### config.mk
export PLATFORM = sky130hd
export DESIGN_NAME = tooth_gap_timer
export DESIGN_NICKNAME = d
export VERILOG_FILES = /design/src/rtl/tgt_pkg.sv /design/src/rtl/tgt_edge_sync.sv /design/src/rtl/tgt_prescaler.sv /design/src/rtl/tgt_period_meas.sv /design/src/rtl/tgt_tooth_ctrl.sv /design/src/rtl/tooth_gap_timer.sv
export SDC_FILE = /design/constraint.sdc
export NUM_CORES = 1
export LEC_CHECK = 0
export ABC_AREA = 1
export BUFFER_PORTS_ARGS = -buffer_cell sky130_fd_sc_hd__clkbuf_2
export CAP_MARGIN = 25
export CELL_PAD_IN_SITES_DETAIL_PLACEMENT = 1
export CELL_PAD_IN_SITES_GLOBAL_PLACEMENT = 2
export CORE_ASPECT_RATIO = 1.1
export CORE_MARGIN = 4
export CORE_UTILIZATION = 25
export CTS_CLUSTER_SIZE = 40
export DETAILED_ROUTE_END_ITERATION = 10
export PLACE_DENSITY_LB_ADDON = 0.1
export SKIP_LAST_GASP = 1
export SYNTH_ARGS = -nofsm -noshare
export SYNTH_HDL_FRONTEND = slang
export SYNTH_HIERARCHICAL = 1
export SYNTH_SLANG_ARGS = --single-unit
### constraint.sdc
create_clock -name clk -period 86.4 [get_ports clk]
set_clock_uncertainty 0.2 [all_clocks]
set_input_delay 4.32 -clock clk [delete_from_list [all_inputs] [get_ports clk]]
set_output_delay 4.32 -clock clk [all_outputs]
set_load 0.02 [all_outputs]
### src/rtl/tgt_pkg.sv
package tgt_pkg;
    typedef enum logic [1:0] {
        ST_IDLE      = 2'd0,
        ST_WAIT_EDGE = 2'd1,
        ST_MEASURE   = 2'd2,
        ST_RUN       = 2'd3
    } tgt_state_e;

    localparam logic [1:0] EDGE_NONE = 2'b00;
    localparam logic [1:0] EDGE_RISE = 2'b01;
    localparam logic [1:0] EDGE_FALL = 2'b10;
    localparam logic [1:0] EDGE_BOTH = 2'b11;
endpackage

### src/rtl/tgt_edge_sync.sv
module tgt_edge_sync (
    input  logic       clk,
    input  logic       rst_n,
    input  logic       pin,
    input  logic [1:0] edge_sel,
    output logic       edge_hit
);
    import tgt_pkg::*;

    logic [2:0] sync_q;
    logic       rise_w;
    logic       fall_w;

    always_ff @(posedge clk or negedge rst_n) begin
        if (!rst_n) sync_q <= '0;
        else        sync_q <= {sync_q[1:0], pin};
    end

    assign rise_w = sync_q[1] & ~sync_q[2];
    assign fall_w = ~sync_q[1] & sync_q[2];

    always_comb begin
        unique case (edge_sel)
            EDGE_RISE: edge_hit = rise_w;
            EDGE_FALL: edge_hit = fall_w;
            EDGE_BOTH: edge_hit = rise_w | fall_w;
            default:   edge_hit = 1'b0;
        endcase
    end
endmodule

### src/rtl/tgt_prescaler.sv
module tgt_prescaler #(
    parameter int PSC_W = 8
) (
    input  logic             clk,
    input  logic             rst_n,
    input  logic             active,
    input  logic [PSC_W-1:0] ratio,
    output logic             base_tick
);
    logic [PSC_W-1:0] div_q;

    assign base_tick = active && (div_q >= ratio);

    always_ff @(posedge clk or negedge rst_n) begin
        if (!rst_n)         div_q <= '0;
        else if (!active)   div_q <= '0;
        else if (base_tick) div_q <= '0;
        else                div_q <= div_q + 1'b1;
    end

    // between base ticks the divider only counts upward by one
    assert_div_step_R3: assert property (@(posedge clk) disable iff (!rst_n)
        (active && !base_tick) |=> (!active || div_q == $past(div_q) + 1'b1));
endmodule

### src/rtl/tgt_period_meas.sv
module tgt_period_meas #(
    parameter int CNT_W  = 16,
    parameter int MULT_W = 8
) (
    input  logic              clk,
    input  logic              rst_n,
    input  logic              active,
    input  logic              measuring,
    input  logic              edge_hit,
    input  logic              base_tick,
    input  logic              reload_en,
    input  logic [MULT_W-1:0] mult,
    output logic [CNT_W-1:0]  period,
    output logic              per_valid
);
    localparam logic [CNT_W-1:0] CNT_MAX = {CNT_W{1'b1}};
    localparam logic [CNT_W-1:0] CNT_ONE = CNT_W'(1);

    logic [CNT_W-1:0]  span_q;
    logic [CNT_W-1:0]  span_now;
    logic [CNT_W-1:0]  divisor;
    logic [CNT_W-1:0]  quot;
    logic [CNT_W-1:0]  new_period;
    logic              load_w;

    assign span_now   = (base_tick && span_q != CNT_MAX) ? span_q + CNT_ONE : span_q;
    assign divisor    = (mult == '0) ? CNT_ONE : CNT_W'(mult);
    assign quot       = span_now / divisor;
    assign new_period = (quot == '0) ? CNT_ONE : quot;
    assign load_w     = edge_hit && measuring && reload_en;

    always_ff @(posedge clk or negedge rst_n) begin
        if (!rst_n) begin
            span_q    <= '0;
            period    <= CNT_ONE;
            per_valid <= 1'b0;
        end else if (!active) begin
            span_q    <= '0;
            period    <= CNT_ONE;
            per_valid <= 1'b0;
        end else begin
            if (edge_hit)
                span_q <= '0;
            else if (measuring && base_tick && span_q != CNT_MAX)
                span_q <= span_q + CNT_ONE;
            if (load_w) begin
                period    <= new_period;
                per_valid <= 1'b1;
            end
        end
    end

    // no reload enable, no period change
    assert_hold_period_R5: assert property (@(posedge clk) disable iff (!rst_n)
        (active && !reload_en) |=> $stable(period));
    // a loaded period is never zero
    assert_period_floor_R4: assert property (@(posedge clk) disable iff (!rst_n)
        per_valid |-> (period != '0));
endmodule

### src/rtl/tgt_tooth_ctrl.sv
module tgt_tooth_ctrl #(
    parameter int CNT_W = 16
) (
    input  logic                 clk,
    input  logic                 rst_n,
    input  logic                 start,
    input  logic                 edge_hit,
    input  logic                 base_tick,
    input  logic                 reload_en,
    input  logic [CNT_W-1:0]     period,
    input  logic                 per_valid,
    input  logic [CNT_W-1:0]     compare_val,
    input  logic                 flag_clr,
    output tgt_pkg::tgt_state_e  state,
    output logic                 active,
    output logic                 measuring,
    output logic                 match_flag
);
    import tgt_pkg::*;

    localparam logic [CNT_W-1:0] CNT_MAX = {CNT_W{1'b1}};
    localparam logic [CNT_W-1:0] CNT_ONE = CNT_W'(1);

    tgt_state_e        state_nx;
    logic              running;
    logic [CNT_W-1:0]  tick_q;
    logic [CNT_W-1:0]  tooth_q;
    logic              tick_w;
    logic              match_w;
    logic              hit_seen_q;

    // state register
    always_ff @(posedge clk or negedge rst_n) begin
        if (!rst_n) state <= ST_IDLE;
        else        state <= state_nx;
    end

    // next state
    always_comb begin
        state_nx = state;
        if (!start) begin
            state_nx = ST_IDLE;
        end else begin
            unique case (state)
                ST_IDLE:      state_nx = ST_WAIT_EDGE;
                ST_WAIT_EDGE: if (edge_hit) state_nx = ST_MEASURE;
                ST_MEASURE:   if (edge_hit && reload_en) state_nx = ST_RUN;
                ST_RUN:       state_nx = ST_RUN;
                default:      state_nx = ST_IDLE;
            endcase
        end
    end

    // state decode
    always_comb begin
        active    = 1'b1;
        measuring = 1'b0;
        running   = 1'b0;
        unique case (state)
            ST_IDLE:      active = 1'b0;
            ST_WAIT_EDGE: ;
            ST_MEASURE:   measuring = 1'b1;
            ST_RUN: begin
                measuring = 1'b1;
                running   = 1'b1;
            end
            default:      active = 1'b0;
        endcase
    end

    assign tick_w  = running && base_tick && (tick_q >= period - CNT_ONE);
    assign match_w = tick_w && !edge_hit && (tooth_q != CNT_MAX)
                     && ((tooth_q + CNT_ONE) == compare_val);

    always_ff @(posedge clk or negedge rst_n) begin
        if (!rst_n) begin
            tick_q  <= '0;
            tooth_q <= '0;
        end else if (!running || edge_hit) begin
            tick_q  <= '0;
            tooth_q <= '0;
        end else if (base_tick) begin
            tick_q <= tick_w ? '0 : tick_q + CNT_ONE;
            if (tick_w && tooth_q != CNT_MAX)
                tooth_q <= tooth_q + CNT_ONE;
        end
    end

    always_ff @(posedge clk or negedge rst_n) begin
        if (!rst_n)        match_flag <= 1'b0;
        else if (match_w)  match_flag <= 1'b1;
        else if (flag_clr) match_flag <= 1'b0;
    end

    always_ff @(posedge clk or negedge rst_n) begin
        if (!rst_n)                   hit_seen_q <= 1'b0;
        else if (!running || edge_hit) hit_seen_q <= 1'b0;
        else if (match_w)             hit_seen_q <= 1'b1;
    end

    // a valid edge while running restarts the count
    assert_edge_clears_R6: assert property (@(posedge clk) disable iff (!rst_n)
        (running && edge_hit) |=> (tooth_q == '0));
    // the counter holds at its top value
    assert_no_wrap_R8: assert property (@(posedge clk) disable iff (!rst_n)
        (running && tooth_q == CNT_MAX && !edge_hit) |=> (tooth_q == CNT_MAX));
    // running requires a period measured by the measurement unit
    assert_period_before_run_R9: assert property (@(posedge clk) disable iff (!rst_n)
        running |-> per_valid);
    // start low forces idle
    assert_stop_idles_R10: assert property (@(posedge clk) disable iff (!rst_n)
        !start |=> (state == ST_IDLE));
    // only one match per edge interval
    assert_single_match_R7: assert property (@(posedge clk) disable iff (!rst_n)
        match_w |-> !hit_seen_q);
    // match raises the flag
    assert_match_flags_R7: assert property (@(posedge clk) disable iff (!rst_n)
        match_w |=> match_flag);
    // clear without a match drops the flag
    assert_flag_clear_R11: assert property (@(posedge clk) disable iff (!rst_n)
        (flag_clr && !match_w) |=> !match_flag);
endmodule

### src/rtl/tooth_gap_timer.sv
module tooth_gap_timer #(
    parameter int CNT_W  = 16,
    parameter int MULT_W = 8,
    parameter int PSC_W  = 8
) (
    input  logic              clk,
    input  logic              rst_n,
    input  logic              tooth_in,
    input  logic [1:0]        edge_sel,
    input  logic [MULT_W-1:0] mult_factor,
    input  logic              reload_en,
    input  logic [PSC_W-1:0]  prescale,
    input  logic [CNT_W-1:0]  compare_val,
    input  logic              irq_en,
    input  logic              start,
    input  logic              flag_clr,
    output logic              match_flag,
    output logic              irq
);
    import tgt_pkg::*;

    tgt_state_e        state;
    logic              active;
    logic              measuring;
    logic              edge_hit;
    logic              base_tick;
    logic [CNT_W-1:0]  period;
    logic              per_valid;

    tgt_edge_sync u_sync (
        .clk      (clk),
        .rst_n    (rst_n),
        .pin      (tooth_in),
        .edge_sel (edge_sel),
        .edge_hit (edge_hit)
    );

    tgt_prescaler #(.PSC_W(PSC_W)) u_psc (
        .clk       (clk),
        .rst_n     (rst_n),
        .active    (active),
        .ratio     (prescale),
        .base_tick (base_tick)
    );

    tgt_period_meas #(.CNT_W(CNT_W), .MULT_W(MULT_W)) u_meas (
        .clk       (clk),
        .rst_n     (rst_n),
        .active    (active),
        .measuring (measuring),
        .edge_hit  (edge_hit),
        .base_tick (base_tick),
        .reload_en (reload_en),
        .mult      (mult_factor),
        .period    (period),
        .per_valid (per_valid)
    );

    tgt_tooth_ctrl #(.CNT_W(CNT_W)) u_ctrl (
        .clk         (clk),
        .rst_n       (rst_n),
        .start       (start),
        .edge_hit    (edge_hit),
        .base_tick   (base_tick),
        .reload_en   (reload_en),
        .period      (period),
        .per_valid   (per_valid),
        .compare_val (compare_val),
        .flag_clr    (flag_clr),
        .state       (state),
        .active      (active),
        .measuring   (measuring),
        .match_flag  (match_flag)
    );

    assign irq = match_flag & irq_en;

    // interrupt only with its enable
    assert_irq_gated_R12: assert property (@(posedge clk) disable iff (!rst_n)
        $rose(irq) |-> irq_en);
endmodule

==> metrics <==
status complete, no violations; CTS root buf clkbuf_16; Worst-Margin Slew around 0.83 ns; area grow syn2layout 10.5%; final hold vios 0; Slew headroom approximately 44%; final setup violating endpoints 0; port bufs 42; GRT overflow 0; syn avg cell area 6.69 µm²; Ports 43; startpoint types input pin; clock tree buffer depth 2; CP Class in -> reg; CP Data Arrival Time between 30 and 40 ns; CTS tree built; htree depth 3; DR vias 10300; worst endpoint required time about 86 ns; die height about 230 µm; setup TNS 0 ns; Clock Latency Late Sink roughly 0.35 ns; # rows 80; initial antenna violation count 0; worst-path fanout max 17; nets around 1800; largest net degree at the start of global routing 53; Die Span X about 210 µm; CTS sink cnt between 70 and 80; vias in the first global route 11000; Fillers 5456; Routed WL per cell between 10 and 15 µm; clock slew at reported path FFs 0.06 ns; full die area 47200 µm²; Cells after Synth ~1600; initial core utilization 25.2%; first-pass GRT wire length 55.7 mm; Crit. End Element register; TritonRoute pass-1 iters 4; ANT cells 0; layout cells sized above 1 11.7%; post-CTS setup buffers 0; Crit-path slowest cell o21ai_1; syn nets roughly 1800; GR Util All Layers 14.3%; initial drt markers roughly 370; Slew Viols, Final 0; Max-cap violations 0; Yosys Warn Count 6; Vias/cell around 4.6; hpwl dp ~28 mm; CTS buffer count 9; peak per-stage delay on the critical path 0.64 ns; Post-DRT Antenna Nets 0; Core ar. around 43000 µm²; Fmax achieved roughly 28 MHz; Final period util roughly two fifths; Cell Area, Synth 10900 µm²; Critical Path Most Common Cell nand2_1; worst min-delay path class reg -> reg; post-cts sizing count 0; unrepaired setup endpoints after global routing false; Placer Congestion 0.759; residual DRC count 0; Final min period 36.23 ns; buffers plus inverters on the worst setup path 34; CP top delay family compound AO/OA/AOI/OAI gates; Post-Route WL roughly 33 mm; Post-CTS Hold Buffers 0
## cell usage in the layout, fill, tap and decap left out, types with 7 or more instances in the layout
cell,n
nand2_1,394
inv_1,239
ha_1,132
nor2_1,124
nand3_1,101
o21ai_0,98
dfrtp_1,77
xor2_1,56
xnor2_1,46
a21oi_1,43
clkbuf_2,41
nand2_2,27
a21o_1,26
nand4_1,25
o21ai_1,24
nand3_2,23
inv_2,18
nand3b_1,17
nor3_1,16
o21bai_1,16
or2_2,12
o22ai_1,10
o31ai_1,10
clkbuf_16,9
nor2_2,9
o22ai_2,9
nor4_1,7
nand2_4,7
## sequential cells by signal, summed over array words and instances, names as in the netlist
register           flops
u_ctrl/match_flag      1
u_ctrl/state           2
u_ctrl/tick_q         16
u_ctrl/tooth_q        16
u_meas/period         16
u_meas/span_q         16
u_psc/div_q            8
u_sync/sync_q          3
## worst paths after layout
kind                                            start                       endpoint  slack (ns)  cells after the start
max                                       prescale[7]   u_meas/period[0]$_DFFE_PN1P_       50.17                    217
min                        u_sync/sync_q[0]$_DFF_PN0_     u_sync/sync_q[1]$_DFF_PN0_        0.15                      0
max reg2reg                  u_psc/div_q[6]$_DFF_PN0_   u_meas/period[0]$_DFFE_PN1P_       53.82                    215
min reg2reg                u_sync/sync_q[0]$_DFF_PN0_     u_sync/sync_q[1]$_DFF_PN0_        0.15                      0
max in group asynchronous                       rst_n   u_meas/period[2]$_DFFE_PN0P_       81.21                      2
min in group asynchronous                       rst_n  u_ctrl/tooth_q[4]$_DFFE_PN0P_        3.69                      1
## routing by layer
| layer | part of all wire (%) | track usage (%) | vias to the layer above |
|---|---|---|---|
| li1 | - | - | 5397 |
| met1 | 47 | 17.6 | 4840 |
| met2 | 51 | 27.3 | 50 |
| met3 | 1.3 | 1.30 | 16 |
| met4 | 0.99 | 2.65 | 0 |
| met5 | 0 | 0 | - |
## per-stage QoR
step / setup slack [ns] / util (%) / hold slack [ns] / std cells / cell area, µm²
2_1_floorplan: 54.37 / - / 0.131 / 1635 / 10900
4_1_cts: 49.74 / 27.9 / 0.156 / 2248 / 12100
3_3_place_gp: 50.06 / 27.2 / 0.139 / 2234 / 11800
6_report: 50.17 / 27.9 / 0.152 / 2248 / 12100
3_5_place_dp: 49.43 / 27.2 / 0.142 / 2234 / 11800
5_1_grt: 46.25 / 27.9 / 0.177 / 2248 / 12100
## cell type report
| class | instances | area [µm²] | area share [%] |
|---|---|---|---|
| inverters | 260 | 978 | 8.10 |
| clock buffers | 11 | 253 | 2.09 |
| flip-flops and latches | 78 | 1950 | 16.2 |
| multi-input cells | 1277 | 7900 | 65.4 |
| repair buffers | 45 | 235 | 1.95 |
| well taps | 574 | 718 | 5.94 |
| clock inverters | 3 | 43.8 | 0.362 |
Power is left out: the tool's default activity adds up to more than one toggle a clock period on the data nets, which glitch-free logic cannot reach.
